<file path="config.mk">
export PLATFORM = sky130hd
export DESIGN_NAME = mr_cmd_launch
export DESIGN_NICKNAME = d
export VERILOG_FILES = /design/src/rtl/mrl_pkg.sv /design/src/rtl/mrl_cmd_encode.sv /design/src/rtl/mrl_ctrl_regs.sv /design/src/rtl/mrl_launch_fsm.sv /design/src/rtl/mrl_readback.sv /design/src/rtl/mr_cmd_launch.sv
export SDC_FILE = /design/constraint.sdc
export NUM_CORES = 1
export LEC_CHECK = 0
export ABC_AREA = 0
export BUFFER_PORTS_ARGS = -buffer_cell sky130_fd_sc_hd__buf_2
export CORE_MARGIN = 5
export CORE_UTILIZATION = 49
export CTS_CLUSTER_SIZE = 12
export DETAILED_ROUTE_END_ITERATION = 10
export PLACE_DENSITY = 0.82
export SKIP_LAST_GASP = 1
export SLEW_MARGIN = 10
export SYNTH_ARGS = -nofsm -noshare
export SYNTH_HDL_FRONTEND = slang
export SYNTH_SLANG_ARGS = --single-unit
</file>
<file path="constraint.sdc">
create_clock -name clk -period 2.4 [get_ports clk]
set_input_delay 0.48 -clock clk [delete_from_list [all_inputs] [get_ports clk]]
set_output_delay 0.48 -clock clk [all_outputs]
set_load 0.005 [all_outputs]
</file>
<file path="src/rtl/mrl_pkg.sv">
package mrl_pkg;
  typedef enum logic [2:0] {
    OP_IDLE  = 3'd0,
    OP_NOP   = 3'd1,
    OP_MRW   = 3'd2,
    OP_MRR   = 3'd3,
    OP_RESET = 3'd4,
    OP_ZQCAL = 3'd5
  } mr_op_e;

  localparam logic [2:0] MODE_NORMAL = 3'd0;
  localparam logic [2:0] MODE_NOP    = 3'd1;
  localparam logic [2:0] MODE_LPCMD  = 3'd7;
  localparam logic [5:0] MA_RESET    = 6'd63;
  localparam logic [5:0] MA_ZQ       = 6'd10;
  localparam logic [5:0] MA_INFO     = 6'd0;

  typedef struct packed {
    logic [7:0] data;
    logic [1:0] zq;
    logic [5:0] ma;
    logic [2:0] mode;
  } ctrl_t;

  function automatic ctrl_t word_to_ctrl(input logic [31:0] w);
    ctrl_t c;
    c.mode = w[2:0];
    c.ma   = w[9:4];
    c.zq   = w[13:12];
    c.data = w[23:16];
    return c;
  endfunction

  function automatic logic [31:0] ctrl_to_word(input ctrl_t c);
    logic [31:0] w;
    w        = '0;
    w[2:0]   = c.mode;
    w[9:4]   = c.ma;
    w[13:12] = c.zq;
    w[23:16] = c.data;
    return w;
  endfunction
endpackage

</file>
<file path="src/rtl/mrl_cmd_encode.sv">
module mrl_cmd_encode
  import mrl_pkg::*;
#(
  parameter int RO_LO = 4,
  parameter int RO_HI = 8
) (
  input  ctrl_t      ctrl,
  output mr_op_e     op,
  output logic [7:0] arg
);
  localparam logic [5:0] LO = 6'(RO_LO);
  localparam logic [5:0] HI = 6'(RO_HI);

  always_comb begin
    op  = OP_IDLE;
    arg = '0;
    if (ctrl.mode == MODE_NOP) begin
      op = OP_NOP;
    end else if (ctrl.mode == MODE_LPCMD) begin
      if (ctrl.ma == MA_RESET) begin
        op = OP_RESET;
      end else if (ctrl.ma == MA_ZQ) begin
        op  = OP_ZQCAL;
        arg = {6'd0, ctrl.zq};
      end else if (ctrl.ma == MA_INFO || (ctrl.ma >= LO && ctrl.ma <= HI)) begin
        op = OP_MRR;
      end else begin
        op  = OP_MRW;
        arg = ctrl.data;
      end
    end
  end
endmodule

</file>
<file path="src/rtl/mrl_ctrl_regs.sv">
module mrl_ctrl_regs
  import mrl_pkg::*;
#(
  parameter int RW = 32
) (
  input  logic          clk,
  input  logic          rst,
  input  logic          reg_wr,
  input  logic          reg_rd,
  input  logic [1:0]    reg_addr,
  input  logic [RW-1:0] reg_wdata,
  input  logic          lock,
  input  logic          busy,
  input  logic          armed,
  input  logic          clk_en,
  input  logic          cke,
  input  logic [23:0]   dev_id,
  input  logic [2:0]    dev_info,
  output ctrl_t         ctrl,
  output logic          ctrl_wr,
  output logic [2:0]    wr_mode,
  output logic [RW-1:0] reg_rdata
);
  ctrl_t wr_ctrl;

  assign wr_ctrl = word_to_ctrl(reg_wdata[31:0]);
  assign ctrl_wr = reg_wr && (reg_addr == 2'd0) && !lock;
  assign wr_mode = wr_ctrl.mode;

  always_ff @(posedge clk) begin
    if (rst) begin
      ctrl <= '0;
    end else if (ctrl_wr) begin
      ctrl <= wr_ctrl;
    end
  end

  always_ff @(posedge clk) begin
    if (rst) begin
      reg_rdata <= '0;
    end else if (reg_rd) begin
      unique case (reg_addr)
        2'd0: reg_rdata <= RW'(ctrl_to_word(ctrl));
        2'd1: reg_rdata <= RW'({cke, clk_en, armed, busy});
        2'd2: reg_rdata <= RW'(dev_id);
        default: reg_rdata <= RW'(dev_info);
      endcase
    end
  end

  a_r9_busy_holds_ctrl: assert property (@(posedge clk) disable iff (rst)
    (busy && reg_wr) |=> $stable(ctrl));
endmodule

</file>
<file path="src/rtl/mrl_launch_fsm.sv">
module mrl_launch_fsm
  import mrl_pkg::*;
#(
  parameter int ADDR_W = 32,
  parameter int DATA_W = 32
) (
  input  logic              clk,
  input  logic              rst,
  input  ctrl_t             ctrl,
  input  logic              ctrl_wr,
  input  logic [2:0]        wr_mode,
  input  mr_op_e            op,
  input  logic [7:0]        arg,
  input  logic              mem_wr,
  input  logic [ADDR_W-1:0] mem_addr,
  input  logic [DATA_W-1:0] mem_wdata,
  input  logic              cmd_done,
  output logic              lock,
  output logic              armed,
  output logic              cmd_valid,
  output mr_op_e            cmd_op,
  output logic [5:0]        cmd_ma,
  output logic [7:0]        cmd_arg,
  output logic              clk_en,
  output logic              cke,
  output logic              pt_wr,
  output logic [ADDR_W-1:0] pt_addr,
  output logic [DATA_W-1:0] pt_wdata
);
  logic launch;

  assign launch = armed && mem_wr && !cmd_valid;
  assign lock   = cmd_valid || launch;

  always_ff @(posedge clk) begin
    if (rst) begin
      armed     <= 1'b0;
      cmd_valid <= 1'b0;
      cmd_op    <= OP_IDLE;
      cmd_ma    <= '0;
      cmd_arg   <= '0;
      clk_en    <= 1'b0;
      cke       <= 1'b0;
      pt_wr     <= 1'b0;
      pt_addr   <= '0;
      pt_wdata  <= '0;
    end else begin
      pt_wr <= 1'b0;
      if (cmd_valid) begin
        if (cmd_done) cmd_valid <= 1'b0;
      end else if (launch) begin
        cmd_valid <= 1'b1;
        armed     <= 1'b0;
        cmd_op    <= op;
        cmd_ma    <= ctrl.ma;
        cmd_arg   <= arg;
        if (op == OP_NOP) begin
          if (!clk_en) clk_en <= 1'b1;
          else         cke    <= 1'b1;
        end
      end else if (mem_wr && ctrl.mode == MODE_NORMAL) begin
        pt_wr    <= 1'b1;
        pt_addr  <= mem_addr;
        pt_wdata <= mem_wdata;
      end
      if (ctrl_wr) armed <= (wr_mode == MODE_NOP) || (wr_mode == MODE_LPCMD);
    end
  end

  a_r6_cmd_held: assert property (@(posedge clk) disable iff (rst)
    (cmd_valid && !cmd_done) |=> (cmd_valid && $stable(cmd_op) && $stable(cmd_ma) && $stable(cmd_arg)));
  a_r3_launch_disarms: assert property (@(posedge clk) disable iff (rst)
    $rose(cmd_valid) |-> !armed);
  a_r5_cke_after_clk: assert property (@(posedge clk) disable iff (rst)
    cke |-> clk_en);
  a_r10_pt_not_with_cmd: assert property (@(posedge clk) disable iff (rst)
    pt_wr |-> !$rose(cmd_valid));
endmodule

</file>
<file path="src/rtl/mrl_readback.sv">
module mrl_readback
  import mrl_pkg::*;
#(
  parameter int MA_MFR = 5,
  parameter int MA_REV = 6,
  parameter int MA_ORG = 8
) (
  input  logic        clk,
  input  logic        rst,
  input  logic        capture,
  input  logic [5:0]  ma,
  input  logic [7:0]  rd_data,
  output logic [23:0] dev_id,
  output logic [2:0]  dev_info
);
  localparam int NB = 3;
  localparam logic [NB*6-1:0] SEL = {6'(MA_ORG), 6'(MA_REV), 6'(MA_MFR)};

  for (genvar g = 0; g < NB; g++) begin : g_byte
    always_ff @(posedge clk) begin
      if (rst) dev_id[g*8 +: 8] <= '0;
      else if (capture && ma == SEL[g*6 +: 6]) dev_id[g*8 +: 8] <= rd_data;
    end
  end

  always_ff @(posedge clk) begin
    if (rst) dev_info <= '0;
    else if (capture && ma == MA_INFO) dev_info <= {rd_data[4:3], rd_data[0]};
  end

  a_r7_mfr_capture: assert property (@(posedge clk) disable iff (rst)
    (capture && ma == 6'(MA_MFR)) |=> (dev_id[7:0] == $past(rd_data)));
  a_r8_info_capture: assert property (@(posedge clk) disable iff (rst)
    (capture && ma == MA_INFO) |=> (dev_info == {$past(rd_data[4:3]), $past(rd_data[0])}));
endmodule

</file>
<file path="src/rtl/mr_cmd_launch.sv">
module mr_cmd_launch
  import mrl_pkg::*;
#(
  parameter int ADDR_W = 32,
  parameter int DATA_W = 32
) (
  input  logic              clk,
  input  logic              rst,
  input  logic              reg_wr,
  input  logic              reg_rd,
  input  logic [1:0]        reg_addr,
  input  logic [31:0]       reg_wdata,
  output logic [31:0]       reg_rdata,
  input  logic              mem_wr,
  input  logic [ADDR_W-1:0] mem_addr,
  input  logic [DATA_W-1:0] mem_wdata,
  output logic              pt_wr,
  output logic [ADDR_W-1:0] pt_addr,
  output logic [DATA_W-1:0] pt_wdata,
  output logic              cmd_valid,
  output logic [2:0]        cmd_op,
  output logic [5:0]        cmd_ma,
  output logic [7:0]        cmd_arg,
  input  logic              cmd_done,
  input  logic [7:0]        rd_data,
  output logic              clk_en,
  output logic              cke
);
  ctrl_t       ctrl;
  logic        ctrl_wr, lock, armed;
  logic [2:0]  wr_mode;
  mr_op_e      enc_op, op_q;
  logic [7:0]  enc_arg;
  logic [23:0] dev_id;
  logic [2:0]  dev_info;

  assign cmd_op = op_q;

  mrl_ctrl_regs #(.RW(32)) u_regs (
    .clk(clk), .rst(rst), .reg_wr(reg_wr), .reg_rd(reg_rd), .reg_addr(reg_addr),
    .reg_wdata(reg_wdata), .lock(lock), .busy(cmd_valid), .armed(armed),
    .clk_en(clk_en), .cke(cke), .dev_id(dev_id), .dev_info(dev_info),
    .ctrl(ctrl), .ctrl_wr(ctrl_wr), .wr_mode(wr_mode), .reg_rdata(reg_rdata)
  );

  mrl_cmd_encode u_enc (.ctrl(ctrl), .op(enc_op), .arg(enc_arg));

  mrl_launch_fsm #(.ADDR_W(ADDR_W), .DATA_W(DATA_W)) u_fsm (
    .clk(clk), .rst(rst), .ctrl(ctrl), .ctrl_wr(ctrl_wr), .wr_mode(wr_mode),
    .op(enc_op), .arg(enc_arg), .mem_wr(mem_wr), .mem_addr(mem_addr),
    .mem_wdata(mem_wdata), .cmd_done(cmd_done), .lock(lock), .armed(armed),
    .cmd_valid(cmd_valid), .cmd_op(op_q), .cmd_ma(cmd_ma), .cmd_arg(cmd_arg),
    .clk_en(clk_en), .cke(cke), .pt_wr(pt_wr), .pt_addr(pt_addr), .pt_wdata(pt_wdata)
  );

  mrl_readback u_rb (
    .clk(clk), .rst(rst), .capture(cmd_valid && cmd_done && op_q == OP_MRR),
    .ma(cmd_ma), .rd_data(rd_data), .dev_id(dev_id), .dev_info(dev_info)
  );
endmodule

</file>
==> results of run 1 <==
==> cell families after synthesis <==
kind of cell / Yosys count / synth area share [%]
flops: 156 / 52.6
simple gates: 278 / 20.4
xor+xnor: 1 / 0.148
mux: 67 / 12.3
compound gates: 115 / 10.5
other cells: 1 / 0.0632
buf+inv: 53 / 3.94
==> path summary, 6_finish.rpt <==
path | start | endpoint | cells after the start
setup / recovery | u_fsm.cmd_op[2] | u_rb.dev_id[20] | 4
hold / removal | mem_addr[12] | u_fsm.pt_addr[12] | 3
setup reg to reg | u_fsm.cmd_op[2] | u_rb.dev_id[20] | 4
hold reg to reg | u_fsm.pt_addr[6] | u_fsm.pt_addr[6] | 2
==> final cells by class <==
cell class	instances	area (um^2)
sequential	156	3120
clock inverter	11	118
multi-input combinational	469	2600
fill	1026	4290
timing repair buffer	219	1170
clock buffer	21	470
inverter	1	3.75
tap	147	184
==> registers in the layout (all words and copies together) (netlist names), 6 cells and up <==
signal            count
u_fsm.pt_wdata       32
u_fsm.cmd_arg         8
u_rb.dev_id          24
u_regs.reg_rdata     24
u_fsm.pt_addr        32
u_fsm.cmd_ma          6
u_regs.ctrl          19
==> worst max-delay path, delay by kind of cell, from the launching register on <==
kind	cells	cell delay (ns)
DFF	1	0.34
muxes	1	0.27
and+or+nand+nor	3	1.43
==> where the power goes <==
| group | switching [uW] | internal [uW] |
|---|---|---|
| clock | 1020 | 1600 |
| combinational | 287 | 218 |
| sequential | 50.2 | 2680 |
==> placed cells by master, fill, tap and decap left out, types with 2 or more instances in the layout <==
cell        netlist  final
nand2b_1          6      6
buf_2             4    206
clkinv_2          0      4
buf_4             8     10
bufinv_16         0      2
a22o_1            6      6
clkbuf_16         0     17
mux2_2           15     15
a22oi_1           4      4
nor2_1           76     76
nor2b_1          19     19
nand4_1           2      2
mux4_2            3      3
clkinvlp_4        0      5
nand4b_1          3      3
or4_1             2      2
buf_12            0      3
a21oi_1          95     95
clkbuf_8          0      3
nand2_1         152    152
mux2i_1          49     49
dfxtp_1         156    156
nand3_1           5      5
o21ai_0           6      6
or2_2             3      3
conb_1            1      8
==> through the flow <==
step	area [um^2]	total power [uW]	util [%]	hold WS [ns]	cells
after floorplan	5960	3040	-	0.453	678
after global placement	7080	3280	59.2	0.439	992
after CTS	7670	5900	64.1	0.285	1024
final	7670	5860	64.1	0.301	1024
after global routing	7670	6090	64.1	0.294	1024
after detailed placement	7080	3290	59.2	0.443	992
==> layer usage <==
| metal | vias to the layer above | global-route usage, % |
|---|---|---|
| met3 | 30 | 5.89 |
| met2 | 185 | 35.9 |
| met1 | 2471 | 28.7 |
| li1 | 2605 | - |
| met5 | - | 0 |
| met4 | 0 | 9.02 |
==> reports/metrics.cfg, run 1 <==
[outcome]
run_status = completed

[critical_path]
arrival_ns = 2.46
crit_slowest_cell = or4_1
critPathKind = register to register
r2r_slack_ns = 0.23
path_cells = or4b_4, or4_1, mux2i_1, nor2_1
worstPathMaxFanout = 8
start_kind = register
cpPeakStageDelay_ns = 0.79
endpoint_kind = register
cp_data_required_time_ns = 2.69

[cts]
cts.reportedPaths.clkPinSlew_ns = 0.06
cts_tree = yes
htreeDepth = 4
cts_root_buf = clkbuf_16
cts_setup_buffers = 0
cts_made_buffers = 17
insertion_delay_ns = 0.41
ctsHoldBuffers = 0
cts_buffer_depth = 2
cts_resized = 0
clock-sinks = 156

[timing]
clock_skew_ns = 0.00594
hold_viol = 0
period_needed_ns = 2.17
timing.fmax_mhz = 461
fin_setup_tns_ns = 0
rsz0062_at_grt = false
slew_violations = 0
max_slew_margin_pct = 26.1
worst_pin_slew_ns = 1.11
setup_slack_ns = 0.229
final.period_utilization_pct = 90.5
setup_violations = 0

[synth]
synth_ff_type = dfxtp_1
synth_top_area_share_pct = 52.6
postSynthCellCount = 671
syn_area_um2 = 5930
synth-edff-count = 0
yosysMostFrequentCell = dfxtp_1
ys_types = 38
syn_avg_cell_area_um2 = 8.84
synthTopCellsByCount = dfxtp_1, nand2_1, a21oi_1
ys_seq_elements = 156
yosysTopAreaCell = dfxtp_1
ys.warnings.count = 0
synth_area_leaders = dfxtp_1, nand2_1, mux2i_1
async_flop_share_pct = 0
synth-seq-area-share_pct = 52.6

[routing]
first_pass_iters = 5
dr_wl_met2_mm = 7.93
wire_per_inst_um = 16.1
wirelength_mm = 16.5
ant_nets = 0
dr_wl_met3_um = 946
drc_errors = 0
wirelength_met1_mm = 7.18
top_layer = met4
drt_iter0_markers = 428
viasPerCell = 5.17
vias = 5291

[finish]
n_antenna_cell = 0
area_delta_synth_final_pct = 29.2
drive_gt1_share_pct = 31.5
fin_nets = 976

[pwr]
vdd_drop_max_v = 0.000539
power_density_nw_per_um2 = 764
p_leak_uw = 0.00365

[floorplanning]
die_h_um = 120
die_area_um2 = 14400
core_um2 = 12000
start_util_pct = 49.6
row_count = 40
pin_count = 229
die_w_um = 120

[global_routing]
grt_use_total_pct = 22.4
antenna_found_initial = 0
grt_pass1_wl_mm = 25.6
grt_max_degree = 68
grt_pass1_vias = 5096
gr-total-overflow = 0

[place]
gp_congestion = 0.861
hpwl_mm = 11.6
port_buffers = 207
dpl_worst_slack_ns = 0.253

[flow_run]
maxCapViolations = 0

[worst_hold_path]
hp-class = primary input to register

(Power assumes the default switching activity.)
==> run 2: changes to the inputs <==
--- a/config.mk
+++ b/config.mk
@@ -5,7 +5,7 @@
 export SDC_FILE = /design/constraint.sdc
 export NUM_CORES = 1
 export LEC_CHECK = 0
-export ABC_AREA = 0
+export ABC_AREA = 1
 export BUFFER_PORTS_ARGS = -buffer_cell sky130_fd_sc_hd__buf_2
 export CORE_MARGIN = 5
 export CORE_UTILIZATION = 49
==> reports/metrics.cfg, run 2 <==
[cts]
cts_tree = yes
cts_made_buffers = 17  ; unchanged
cts_root_buf = clkbuf_16
cts_setup_buffers = 0  ; unchanged
ctsHoldBuffers = 0  ; unchanged
clock-sinks = 156  ; unchanged
insertion_delay_ns = 0.42  ; about the same
htreeDepth = 4  ; unchanged
cts_buffer_depth = 2  ; unchanged
cts_resized = 0  ; unchanged
cts.reportedPaths.clkPinSlew_ns = 0.06  ; about the same

[flow_run]
maxCapViolations = 0  ; unchanged

[global_routing]
grt_pass1_vias = 5657  ; +11%
grt_pass1_wl_mm = 26.6  ; +3.8%
gr-total-overflow = 0  ; unchanged
antenna_found_initial = 0  ; unchanged
grt_use_total_pct = 23.1  ; +0.65 points
grt_max_degree = 65  ; -4.4%

[critical_path]
endpoint_kind = register
critPathKind = register to register
start_kind = register
arrival_ns = 2.02  ; -0.44 ns
cp_data_required_time_ns = 2.69  ; about the same
worstPathMaxFanout = 36  ; +28

[place]
dpl_worst_slack_ns = 0.560  ; +0.307 ns
port_buffers = 207  ; unchanged
gp_congestion = 0.910  ; +5.7%
hpwl_mm = 12.1  ; +4.2%

[pwr]
finalPower_uw = 6280  ; +7.2%
vdd_drop_max_v = 0.000601  ; +12%
p_leak_uw = 0.00374  ; +2.5%
power_density_nw_per_um2 = 817  ; +6.9%

[timing]
clock_skew_ns = 0.00766  ; +0.00172 ns
fin_setup_tns_ns = 0  ; unchanged
worst_pin_slew_ns = 0.625  ; -0.481 ns
timing.fmax_mhz = 577  ; +25%
period_needed_ns = 1.73  ; -0.437 ns
hold_viol = 0  ; unchanged
final.period_utilization_pct = 72.2  ; -18 points
setup_violations = 0  ; unchanged
max_slew_margin_pct = 58.3  ; +32 points
rsz0062_at_grt = false
slew_violations = 0  ; unchanged
setup_slack_ns = 0.666  ; +0.437 ns

[synth]
async_flop_share_pct = 0  ; unchanged
synth-edff-count = 0  ; unchanged
ys.warnings.count = 0  ; unchanged
yosys.area_share.simple_pct = 21.0  ; +0.59 points
synth_ff_type = dfxtp_1
synth_area_leaders = dfxtp_1, nor2_1, o21ai_0
syn_avg_cell_area_um2 = 7.55  ; -15%
yosysTopAreaCell = dfxtp_1
yosys.area_share.adder_pct = 0  ; unchanged
synth_compound_area_share_pct = 17.9  ; +7.4 points
synth-seq-area-share_pct = 52.4  ; -0.27 points
synthTopCellsByCount = nor2_1, dfxtp_1, o21ai_0
yosysMostFrequentCell = nor2_1
ys_seq_elements = 156  ; unchanged
ys_types = 28  ; -26%
muxShareOfSynthArea_pct = 0  ; -12 points
synth_xor_area_share_pct = 0.147  ; -0.00074 points
synth_top_area_share_pct = 52.4  ; -0.27 points
syn_area_um2 = 5960  ; +0.51%
postSynthCellCount = 790  ; +18%
synth_top_family_by_area = simple AND/OR/NAND/NOR gates

[finish]
top_regs = u_fsm.pt_addr: 32 flops, u_fsm.pt_wdata: 32 flops
final_common_cell = buf_2
n_antenna_cell = 0  ; unchanged
layout_common_cells = buf_2, nor2_1, dfxtp_1
area_delta_synth_final_pct = 28.9
fin_nets = 1091  ; +12%
drive_gt1_share_pct = 25.8  ; -5.6 points
utilization_pct = 64.3  ; +0.17 points

[routing]
wire_per_inst_um = 15.0  ; -6.8%
vias = 5816  ; +9.9%
first_pass_iters = 5  ; unchanged
drc_errors = 0  ; unchanged
drt_iter0_markers = 384  ; -10%
ant_nets = 0  ; unchanged
wirelength_mm = 17.1  ; +3.6%
viasPerCell = 5.11  ; -1.1%

[worst_hold_path]
hp-class = primary input to register

[floorplanning]
die_area_um2 = 14500  ; +0.46%
die_h_um = 120  ; +0.23%
die_w_um = 120  ; +0.23%
pin_count = 229  ; unchanged
start_util_pct = 49.9  ; +0.25 points
row_count = 40  ; unchanged
core_um2 = 12000  ; unchanged

[outcome]
run_status = completed

[run 2: cell count changes after synthesis, moves of 6 or more]
cell | previous run | this run
nand2b_1 | 6 | 0
nand2_1 | 152 | 81
nor3b_1 | 0 | 8
inv_1 | 1 | 67
mux2_2 | 15 | 0
a22o_1 | 6 | 0
nor2b_1 | 19 | 0
o21ai_0 | 6 | 132
nor2_1 | 76 | 199
o221ai_1 | 0 | 13
mux2i_1 | 49 | 0
nand3_1 | 5 | 11
a21oi_1 | 95 | 51
[run 2: cell type report]
cell class	instances	area [um^2]
sequential	156	3120
clock buffer	24	492
clock inverter	7	135
fill	1043	4270
timing repair buffer	216	1130
multi-input combinational	519	2370
tap	147	184
inverter	69	259
[run 2: worst paths after layout]
path / startpoint / to / slack [ns] / cells after the start
worst max register to register: u_fsm.cmd_valid / u_regs.ctrl[1] / 0.67 / 6
worst max-delay path: u_fsm.cmd_valid / u_regs.ctrl[1] / 0.67 / 6
worst min register to register: u_rb.dev_id[6] / u_rb.dev_id[6] / 0.45 / 2
worst min-delay path: mem_addr[11] / u_fsm.pt_addr[11] / 0.28 / 3
[run 2: kinds of logic (layout without fill, tap and decap cells)]
kind of cell,count (synthesis),in the layout
AO/OA/AOI/OAI,201,201
AND/OR/NAND/NOR,309,309
buffers and inverters,122,316
flip-flops,156,156
XOR/XNOR,1,1
other,1,8
[run 2: worst max-delay path: stages (launching register included)]
cell and delay, ns:
dfxtp_1 0.31, inv_1 0.16, nand2_1 0.17, nor2_1 0.30
inv_2 0.29, o21ai_0 0.29, a21oi_1 0.08
[run 2: where the power goes]
group | switching [uW] | internal (uW)
Combinational | 379 | 254
Clock | 992 | 1840
Sequential | 75.5 | 2740
Total | 1450 | 4840
[run 2: layer usage]
metal	share of wire, %	global-route usage [%]
met2	49	40.0
met4	2.6	10.1
met1	39	25.8
met3	8.9	7.67
met5	0	0
[run 2: per-stage QoR]
stage | hold slack [ns] | instance area, um^2 | instances
after detailed placement | 0.444 | 7060 | 1107
after global placement | 0.439 | 7060 | 1107
after global routing | 0.278 | 7690 | 1138
final | 0.280 | 7690 | 1138
after floorplan | 0.430 | 5990 | 797
after CTS | 0.265 | 7690 | 1138
